### src/rtl/tmr_pkg.sv
`timescale 1ns/1ps
// Shared encodings for the dual timer/event counter.
// Assumes control register bits are laid out as listed below.
package tmr_pkg;
    typedef enum logic [1:0] {
        MODE_OFF   = 2'b00,
        MODE_EVENT = 2'b01,
        MODE_TIMER = 2'b10,
        MODE_PULSE = 2'b11
    } tmr_mode_e;

    typedef enum logic [1:0] {
        REG_CTRL = 2'd0,
        REG_LOW  = 2'd1,
        REG_HIGH = 2'd2,
        REG_PIN  = 2'd3
    } reg_sel_e;

    localparam int EDGE_BIT = 3;
    localparam int RUN_BIT  = 4;
    localparam int IEN_BIT  = 5;
    localparam int MODE_LSB = 6;
endpackage

### src/rtl/tmr_presc.sv
`timescale 1ns/1ps
// Free-running prescaler with a selectable tap.
// tick is a one-cycle pulse every 2^(tap_sel+1) clocks.
// Assumes tap_sel < STAGES.
module tmr_presc #(
    parameter int STAGES = 8,
    parameter int SEL_W  = 3
) (
    input  logic             clk,
    input  logic             rst_n,
    input  logic [SEL_W-1:0] tap_sel,
    output logic             tick
);
    logic [STAGES-1:0] stage_q;
    logic [STAGES-1:0] tap_mask;

    // Ripple stage counter, restarted by reset only.
    always_ff @(posedge clk) begin
        if (!rst_n) stage_q <= '0;
        else        stage_q <= stage_q + 1'b1;
    end

    // Mask of the stages that must all be ones for the chosen tap.
    always_comb begin
        for (int k = 0; k < STAGES; k++) begin
            tap_mask[k] = (k <= int'(tap_sel));
        end
    end

    assign tick = &(stage_q | ~tap_mask);
endmodule

### src/rtl/tmr_insync.sv
`timescale 1ns/1ps
// Two-flop synchronizer plus edge detector for an external input.
// Edges are reported relative to the active level chosen by edge_sel
// (0: high is active, 1: low is active). Each edge flag lasts one cycle.
module tmr_insync (
    input  logic clk,
    input  logic rst_n,
    input  logic din,
    input  logic edge_sel,
    output logic act_edge,
    output logic inact_edge
);
    logic [2:0] pipe_q;
    logic       lvl_now;
    logic       lvl_prev;

    // Shift the raw input through sync and history flops.
    always_ff @(posedge clk) begin
        if (!rst_n) pipe_q <= '0;
        else        pipe_q <= {pipe_q[1:0], din};
    end

    assign lvl_now    = pipe_q[1] ^ edge_sel;
    assign lvl_prev   = pipe_q[2] ^ edge_sel;
    assign act_edge   = lvl_now & ~lvl_prev;
    assign inact_edge = ~lvl_now & lvl_prev;
endmodule

### src/rtl/tmr_core.sv
`timescale 1ns/1ps
// One preloadable counter with its control and reload registers.
// Assumes at most one register write strobe per cycle.
module tmr_core
    import tmr_pkg::*;
#(
    parameter int BYTE_W = 8,
    parameter int STAGES = 8,
    parameter int SEL_W  = 3
) (
    input  logic                  clk,
    input  logic                  rst_n,
    input  logic                  ctrl_we,
    input  logic                  lo_we,
    input  logic                  hi_we,
    input  logic [BYTE_W-1:0]     wdata,
    input  logic                  freeze,
    input  logic                  ext_in,
    output logic [BYTE_W-1:0]     ctrl_o,
    output logic [2*BYTE_W-1:0]   cnt_o,
    output logic                  wake_o,
    output logic                  irq_o,
    output logic                  div_o
);
    localparam int CNT_W = 2 * BYTE_W;

    logic [BYTE_W-1:0] ctrl_q;
    logic [CNT_W-1:0]  pre_q, pre_nx, cnt_q;
    logic              pw_on_q, ovf_q, irq_q, div_q;
    tmr_mode_e         mode;
    logic              run, ien, edge_sel;
    logic              presc_tick, act_edge, inact_edge;
    logic              src, tick, wrap, pw_done;

    assign mode     = tmr_mode_e'(ctrl_q[MODE_LSB +: 2]);
    assign run      = ctrl_q[RUN_BIT];
    assign ien      = ctrl_q[IEN_BIT];
    assign edge_sel = ctrl_q[EDGE_BIT];

    tmr_presc #(.STAGES(STAGES), .SEL_W(SEL_W)) u_presc (
        .clk     (clk),
        .rst_n   (rst_n),
        .tap_sel (ctrl_q[SEL_W-1:0]),
        .tick    (presc_tick)
    );

    tmr_insync u_sync (
        .clk        (clk),
        .rst_n      (rst_n),
        .din        (ext_in),
        .edge_sel   (edge_sel),
        .act_edge   (act_edge),
        .inact_edge (inact_edge)
    );

    // Pick the count source for the current mode.
    always_comb begin
        case (mode)
            MODE_EVENT: src = act_edge;
            MODE_TIMER: src = presc_tick;
            MODE_PULSE: src = presc_tick & pw_on_q;
            default:    src = 1'b0;
        endcase
    end

    assign tick    = run & ~freeze & src;
    assign wrap    = tick & (&cnt_q);
    assign pw_done = run & (mode == MODE_PULSE) & pw_on_q & inact_edge;

    // Reload value as it will stand after this cycle's byte writes.
    always_comb begin
        pre_nx = pre_q;
        if (lo_we) pre_nx[BYTE_W-1:0]     = wdata;
        if (hi_we) pre_nx[CNT_W-1:BYTE_W] = wdata;
    end

    // Control register: software write wins over the hardware run clear.
    always_ff @(posedge clk) begin
        if (!rst_n)       ctrl_q <= '0;
        else if (ctrl_we) ctrl_q <= wdata;
        else if (pw_done) ctrl_q[RUN_BIT] <= 1'b0;
    end

    // Reload register.
    always_ff @(posedge clk) begin
        if (!rst_n) pre_q <= '0;
        else        pre_q <= pre_nx;
    end

    // Count register: direct load when stopped, reload on wrap, else step.
    always_ff @(posedge clk) begin
        if (!rst_n)                      cnt_q <= '0;
        else if ((lo_we | hi_we) & ~run) cnt_q <= pre_nx;
        else if (wrap)                   cnt_q <= pre_q;
        else if (tick)                   cnt_q <= cnt_q + 1'b1;
    end

    // Pulse-width window: opens on an active edge, closes on the inactive one.
    always_ff @(posedge clk) begin
        if (!rst_n || !run || mode != MODE_PULSE) pw_on_q <= 1'b0;
        else if (!pw_on_q && act_edge)            pw_on_q <= 1'b1;
        else if (inact_edge)                      pw_on_q <= 1'b0;
    end

    // Rollover event, gated request and divider flip.
    always_ff @(posedge clk) begin
        if (!rst_n) begin
            ovf_q <= 1'b0;
            irq_q <= 1'b0;
            div_q <= 1'b0;
        end else begin
            ovf_q <= wrap;
            irq_q <= wrap & ien;
            div_q <= div_q ^ wrap;
        end
    end

    assign ctrl_o = ctrl_q;
    assign cnt_o  = cnt_q;
    assign wake_o = ovf_q;
    assign irq_o  = irq_q;
    assign div_o  = div_q;
endmodule

### src/rtl/tmr_pair_top.sv
`timescale 1ns/1ps
// Two timer/event counters behind one byte register port, plus a
// shared divider pin. PIN_SRC is a static choice of which counter
// feeds the pin. Reads are combinational. Assumes one access per cycle.
module tmr_pair_top
    import tmr_pkg::*;
#(
    parameter int BYTE_W  = 8,
    parameter int STAGES  = 8,
    parameter int SEL_W   = 3,
    parameter int PIN_SRC = 0
) (
    input  logic              clk,
    input  logic              rst_n,
    input  logic              bus_wr,
    input  logic              bus_rd,
    input  logic [2:0]        bus_addr,
    input  logic [BYTE_W-1:0] bus_wdata,
    output logic [BYTE_W-1:0] bus_rdata,
    input  logic [1:0]        ext_in,
    output logic [1:0]        irq_req,
    output logic [1:0]        wake_req,
    output logic              div_pin
);
    localparam int NUM_TMR = 2;
    localparam int CNT_W   = 2 * BYTE_W;

    reg_sel_e                         reg_sel;
    logic                             tmr_idx;
    logic                             pin_en_q;
    logic [NUM_TMR-1:0][BYTE_W-1:0]   ctrl_all;
    logic [NUM_TMR-1:0][CNT_W-1:0]    cnt_all;
    logic [NUM_TMR-1:0]               div_bits;

    assign reg_sel = reg_sel_e'(bus_addr[1:0]);
    assign tmr_idx = bus_addr[2];

    for (genvar i = 0; i < NUM_TMR; i++) begin : g_tmr
        logic hit;
        assign hit = (int'(tmr_idx) == i);

        tmr_core #(.BYTE_W(BYTE_W), .STAGES(STAGES), .SEL_W(SEL_W)) u_core (
            .clk     (clk),
            .rst_n   (rst_n),
            .ctrl_we (bus_wr & hit & (reg_sel == REG_CTRL)),
            .lo_we   (bus_wr & hit & (reg_sel == REG_LOW)),
            .hi_we   (bus_wr & hit & (reg_sel == REG_HIGH)),
            .wdata   (bus_wdata),
            .freeze  (bus_rd & hit & ((reg_sel == REG_LOW) || (reg_sel == REG_HIGH))),
            .ext_in  (ext_in[i]),
            .ctrl_o  (ctrl_all[i]),
            .cnt_o   (cnt_all[i]),
            .wake_o  (wake_req[i]),
            .irq_o   (irq_req[i]),
            .div_o   (div_bits[i])
        );
    end

    // Shared pin enable, writable through either counter's window.
    always_ff @(posedge clk) begin
        if (!rst_n)                             pin_en_q <= 1'b0;
        else if (bus_wr && reg_sel == REG_PIN)  pin_en_q <= bus_wdata[0];
    end

    // Read data mux.
    always_comb begin
        case (reg_sel)
            REG_CTRL: bus_rdata = ctrl_all[tmr_idx];
            REG_LOW:  bus_rdata = cnt_all[tmr_idx][BYTE_W-1:0];
            REG_HIGH: bus_rdata = cnt_all[tmr_idx][CNT_W-1:BYTE_W];
            default:  bus_rdata = {{(BYTE_W-1){1'b0}}, pin_en_q};
        endcase
    end

    assign div_pin = pin_en_q & div_bits[PIN_SRC];
endmodule

### config.mk
export PLATFORM = sky130hd
export DESIGN_NAME = tmr_pair_top
export DESIGN_NICKNAME = d
export VERILOG_FILES = /design/src/rtl/tmr_pkg.sv /design/src/rtl/tmr_presc.sv /design/src/rtl/tmr_insync.sv /design/src/rtl/tmr_core.sv /design/src/rtl/tmr_pair_top.sv
export SDC_FILE = /design/constraint.sdc
export NUM_CORES = 1
export LEC_CHECK = 0
export ABC_CLOCK_PERIOD_IN_PS = 3000
export CAP_MARGIN = 10
export CORE_MARGIN = 4
export CORE_UTILIZATION = 45
export DETAILED_ROUTE_END_ITERATION = 10
export GPL_TIMING_DRIVEN = 0
export HOLD_SLACK_MARGIN = 0.08
export PLACE_DENSITY_LB_ADDON = 0.12
export REMOVE_ABC_BUFFERS = 1
export SLEW_MARGIN = 25
export SYNTH_ARGS = -nofsm -noshare
export SYNTH_HDL_FRONTEND = slang
export SYNTH_SLANG_ARGS = --single-unit
export TNS_END_PERCENT = 1
### constraint.sdc
create_clock -name clk -period 3 [get_ports clk]
set_clock_uncertainty 0.15 [all_clocks]
set_input_delay 0.6 -clock clk [delete_from_list [all_inputs] [get_ports clk]]
set_output_delay 0.6 -clock clk [all_outputs]
set_load 0.01 [all_outputs]
==> impl_metrics.json <==
{
  "placed_area_um2": 5960,
  "start_util": 0.465,
  "num_rows": 40,
  "cts_tree": "yes",
  "place.gp.congestion": 0.906,
  "drive_gt1_frac": 0.0990,
  "finalPower_mw": 3.10,
  "finalNonFillerCells": 845,
  "die_x_um": 120,
  "synth_seq_cells": 110,
  "grt-ovfl-total": 0,
  "final_hold_viol_count": 0,
  "crit_path_end_kind": "output pin",
  "vdd_drop_max_mv": 0.361,
  "grt_pass1_wl_mm": 25.6,
  "yosys.area.top_type": "dfxtp_1",
  "drtIter0Drc": 590,
  "synth_cells": 661,
  "syn2layout_area_growth_pct": 14.8,
  "ant_nets": 0,
  "layout_setup_ws_ps": 14.1,
  "tightest_slew_ps": 845,
  "die_y_um": 120,
  "diodes": 0,
  "ios": 30,
  "drt-total-wl_mm": 16.2,
  "powerDensity_nw_per_um2": 479,
  "fmax_ghz": 0.335,
  "min_path_type": "reg -> reg",
  "synth_warnings": 0,
  "portBuffers": 29,
  "firstDrtPassIters": 8,
  "setup_tns_ps": 0,
  "place.detailed.hpwl_mm": 10.5,
  "clkSinkCount": 110,
  "finalCriticalPeriod_ps": 2990,
  "seq_area_frac_synth": 0.391,
  "regToRegSetupSlack_ps": 260,
  "report.final.slew_viol_count": 0,
  "cts_buffers": 9,
  "nets": 698,
  "setup-violations-final": 0,
  "critical_path_required_ps": 2250,
  "cts_max_level": 3,
  "status": "complete, no violations",
  "antenna_found_initial": 0,
  "pre_cts_ws_ps": -1160,
  "dp.cells": 817,
  "wl_per_cell_um": 19.2,
  "track_usage": 0.229,
  "coreArea_um2": 12100,
  "rsz0062_at_grt": "true",
  "hold_buffers": 0,
  "drc": 0,
  "slew_headroom": 0.433,
  "netlist.area_leader.share": 0.391,
  "dieArea_um2": 14400,
  "cp_max_fo": 7,
  "clock_latency_ps": 360,
  "first_global_vias": 4681,
  "cp.arrival_ps": 2240,
  "async_reset_ff_frac": 0,
  "routed_via_density": 5.97,
  "clockRootBuffer": "clkbuf_16",
  "synth.distinct_cells": 66,
  "clk_pin_slew_ps": 70,
  "syn_avg_cell_area_um2": 8.52,
  "synth_edf_count": 0,
  "start_kind": "primary input",
  "post_synth_instance_area_um2": 5630,
  "period_share": 0.995,
  "clockBufferDepth": 2,
  "crit_type": "in -> out",
  "finish.instance_area_um2": 6470,
  "n_fill_cell": 1173,
  "synth.area.top_cells": "dfxtp_1 39%, mux2i_1 7.5%, nor2_1 5.3%",
  "num_vias": 5042,
  "power_leakage_nw": 2.49,
  "ys.flop_type": "dfxtp_1",
  "grt_start_max_net_pins": 47,
  "drv_cap": 0
}
==> registers in the layout, summed over array words and instances (netlist names), 2 cells and up <==
| register | count |
|---|---|
| g_tmr.u_core.u_presc.stage_q | 16 |
| g_tmr.u_core.irq_o | 2 |
| g_tmr.u_core.cnt_o | 32 |
| g_tmr.u_core.pw_on_q | 2 |
| g_tmr.u_core.u_sync.pipe_q | 6 |
| g_tmr.u_core.ctrl_o | 16 |
| g_tmr.u_core.pre_q | 32 |
| g_tmr.u_core.wake_o | 2 |
==> critical path, stage by stage <==
cell	delay, ps
clkdlybuf4s15_2	240
inv_2	90
ha_4	200
buf_4	140
a222oi_1	310
nor2b_2	240
a211oi_2	80
dlygate4sd2_1	330
==> area by class of cell <==
class	count	area, um^2	area share
multi-input combinational	500	3300	0.509
sequential	110	2200	0.340
timing repair buffer	42	390	0.0603
clock buffer	11	253	0.0391
tap	168	210	0.0325
clock inverter	5	81.3	0.0126
inverter	9	36.3	0.00561
==> report_power, final <==
group / switching [mW] / leakage, nW / internal (mW)
sequential: 0.0288 / 0.890 / 1.49
clock: 0.563 / 0.162 / 0.778
combinational: 0.150 / 1.44 / 0.0936
==> layer usage <==
metal / track usage / vias to the layer above / part of all wire
met3: 0.0500 / 33 / 0.067
met1: 0.300 / 2401 / 0.43
met4: 0.0608 / 0 / 0.019
met5: 0 / - / 0
li1: - / 2445 / -
met2: 0.382 / 163 / 0.48
==> kinds of logic after synthesis <==
kind of cell	Yosys count	synth area share
buf+inv	51	0.0404
simple gates	276	0.238
fa+ha+maj	10	0.0218
compound gates	145	0.192
flops	110	0.391
mux	44	0.0786
xor+xnor	25	0.0389
==> cells in the final DEF (no fill, tap or decap), types with 3 or more instances in the layout <==
cell type / instances
nor2b_1: 12
and2_1: 12
buf_4: 12
clkdlybuf4s50_1: 17
nor2_1: 80
a211oi_1: 3
dlygate4sd2_1: 4
nand2_1: 65
a31oi_1: 8
mux2i_1: 42
nand3_1: 37
o21ai_0: 16
nand4_1: 10
a21oi_1: 32
a221o_1: 12
nand2b_1: 3
o221ai_1: 8
a21o_1: 3
a211oi_2: 7
and4_1: 4
xnor2_1: 10
ha_4: 3
clkdlybuf4s15_2: 4
clkbuf_16: 9
o211ai_1: 9
nor3_1: 7
xor2_1: 15
and3_1: 11
ha_1: 6
dfxtp_1: 110
or3_1: 10
nor2b_2: 3
a21boi_0: 4
inv_1: 6
o2111ai_1: 4
a41oi_1: 3
a222oi_1: 16
==> stage by stage <==
| stage | hold WS (ps) | util |
|---|---|---|
| 2_1_floorplan | 262 | - |
| 3_3_place_gp | 269 | 0.490 |
| 3_5_place_dp | 273 | 0.492 |
| 4_1_cts | 304 | 0.533 |
| 5_1_grt | 311 | 0.534 |
| 6_report | 299 | 0.534 |
==> final timing paths <==
path,start,to,depth (start not counted)
hold / removal,g_tmr[1].u_core.u_sync.pipe_q[0],g_tmr[1].u_core.u_sync.pipe_q[1],1
setup reg to reg,g_tmr[0].u_core.cnt_o[0],g_tmr[0].u_core.cnt_o[15],6
setup / recovery,bus_addr[1],bus_rdata[2],8
hold reg to reg,g_tmr[1].u_core.u_sync.pipe_q[0],g_tmr[1].u_core.u_sync.pipe_q[1],1
==> Yosys cell counts, types with 7 or more instances <==
| cell type | count |
|---|---|
| nor2b_1 | 15 |
| xnor2_1 | 10 |
| and3_1 | 11 |
| a211oi_1 | 10 |
| dfxtp_1 | 110 |
| a31oi_1 | 8 |
| o211ai_1 | 9 |
| clkbuf_1 | 19 |
| nor2_1 | 80 |
| nand3_1 | 38 |
| o21ai_0 | 16 |
| mux2i_1 | 42 |
| a222oi_1 | 16 |
| a221o_1 | 12 |
| ha_1 | 9 |
| o221ai_1 | 8 |
| inv_1 | 9 |
| and2_1 | 12 |
| buf_1 | 7 |
| xor2_1 | 15 |
| nor3_1 | 8 |
| buf_2 | 11 |
| or3_1 | 10 |
| nand4_1 | 10 |
| nand2_1 | 66 |
| a21oi_1 | 32 |
==> timing repair <==
action                     4_1_cts  5_1_grt
pin swaps                        8        2
gates resized for setup         42        3
setup endpoints to repair       55        8
setup buffers                   12        0
Note: power is estimated with default switching activity, not from simulation.
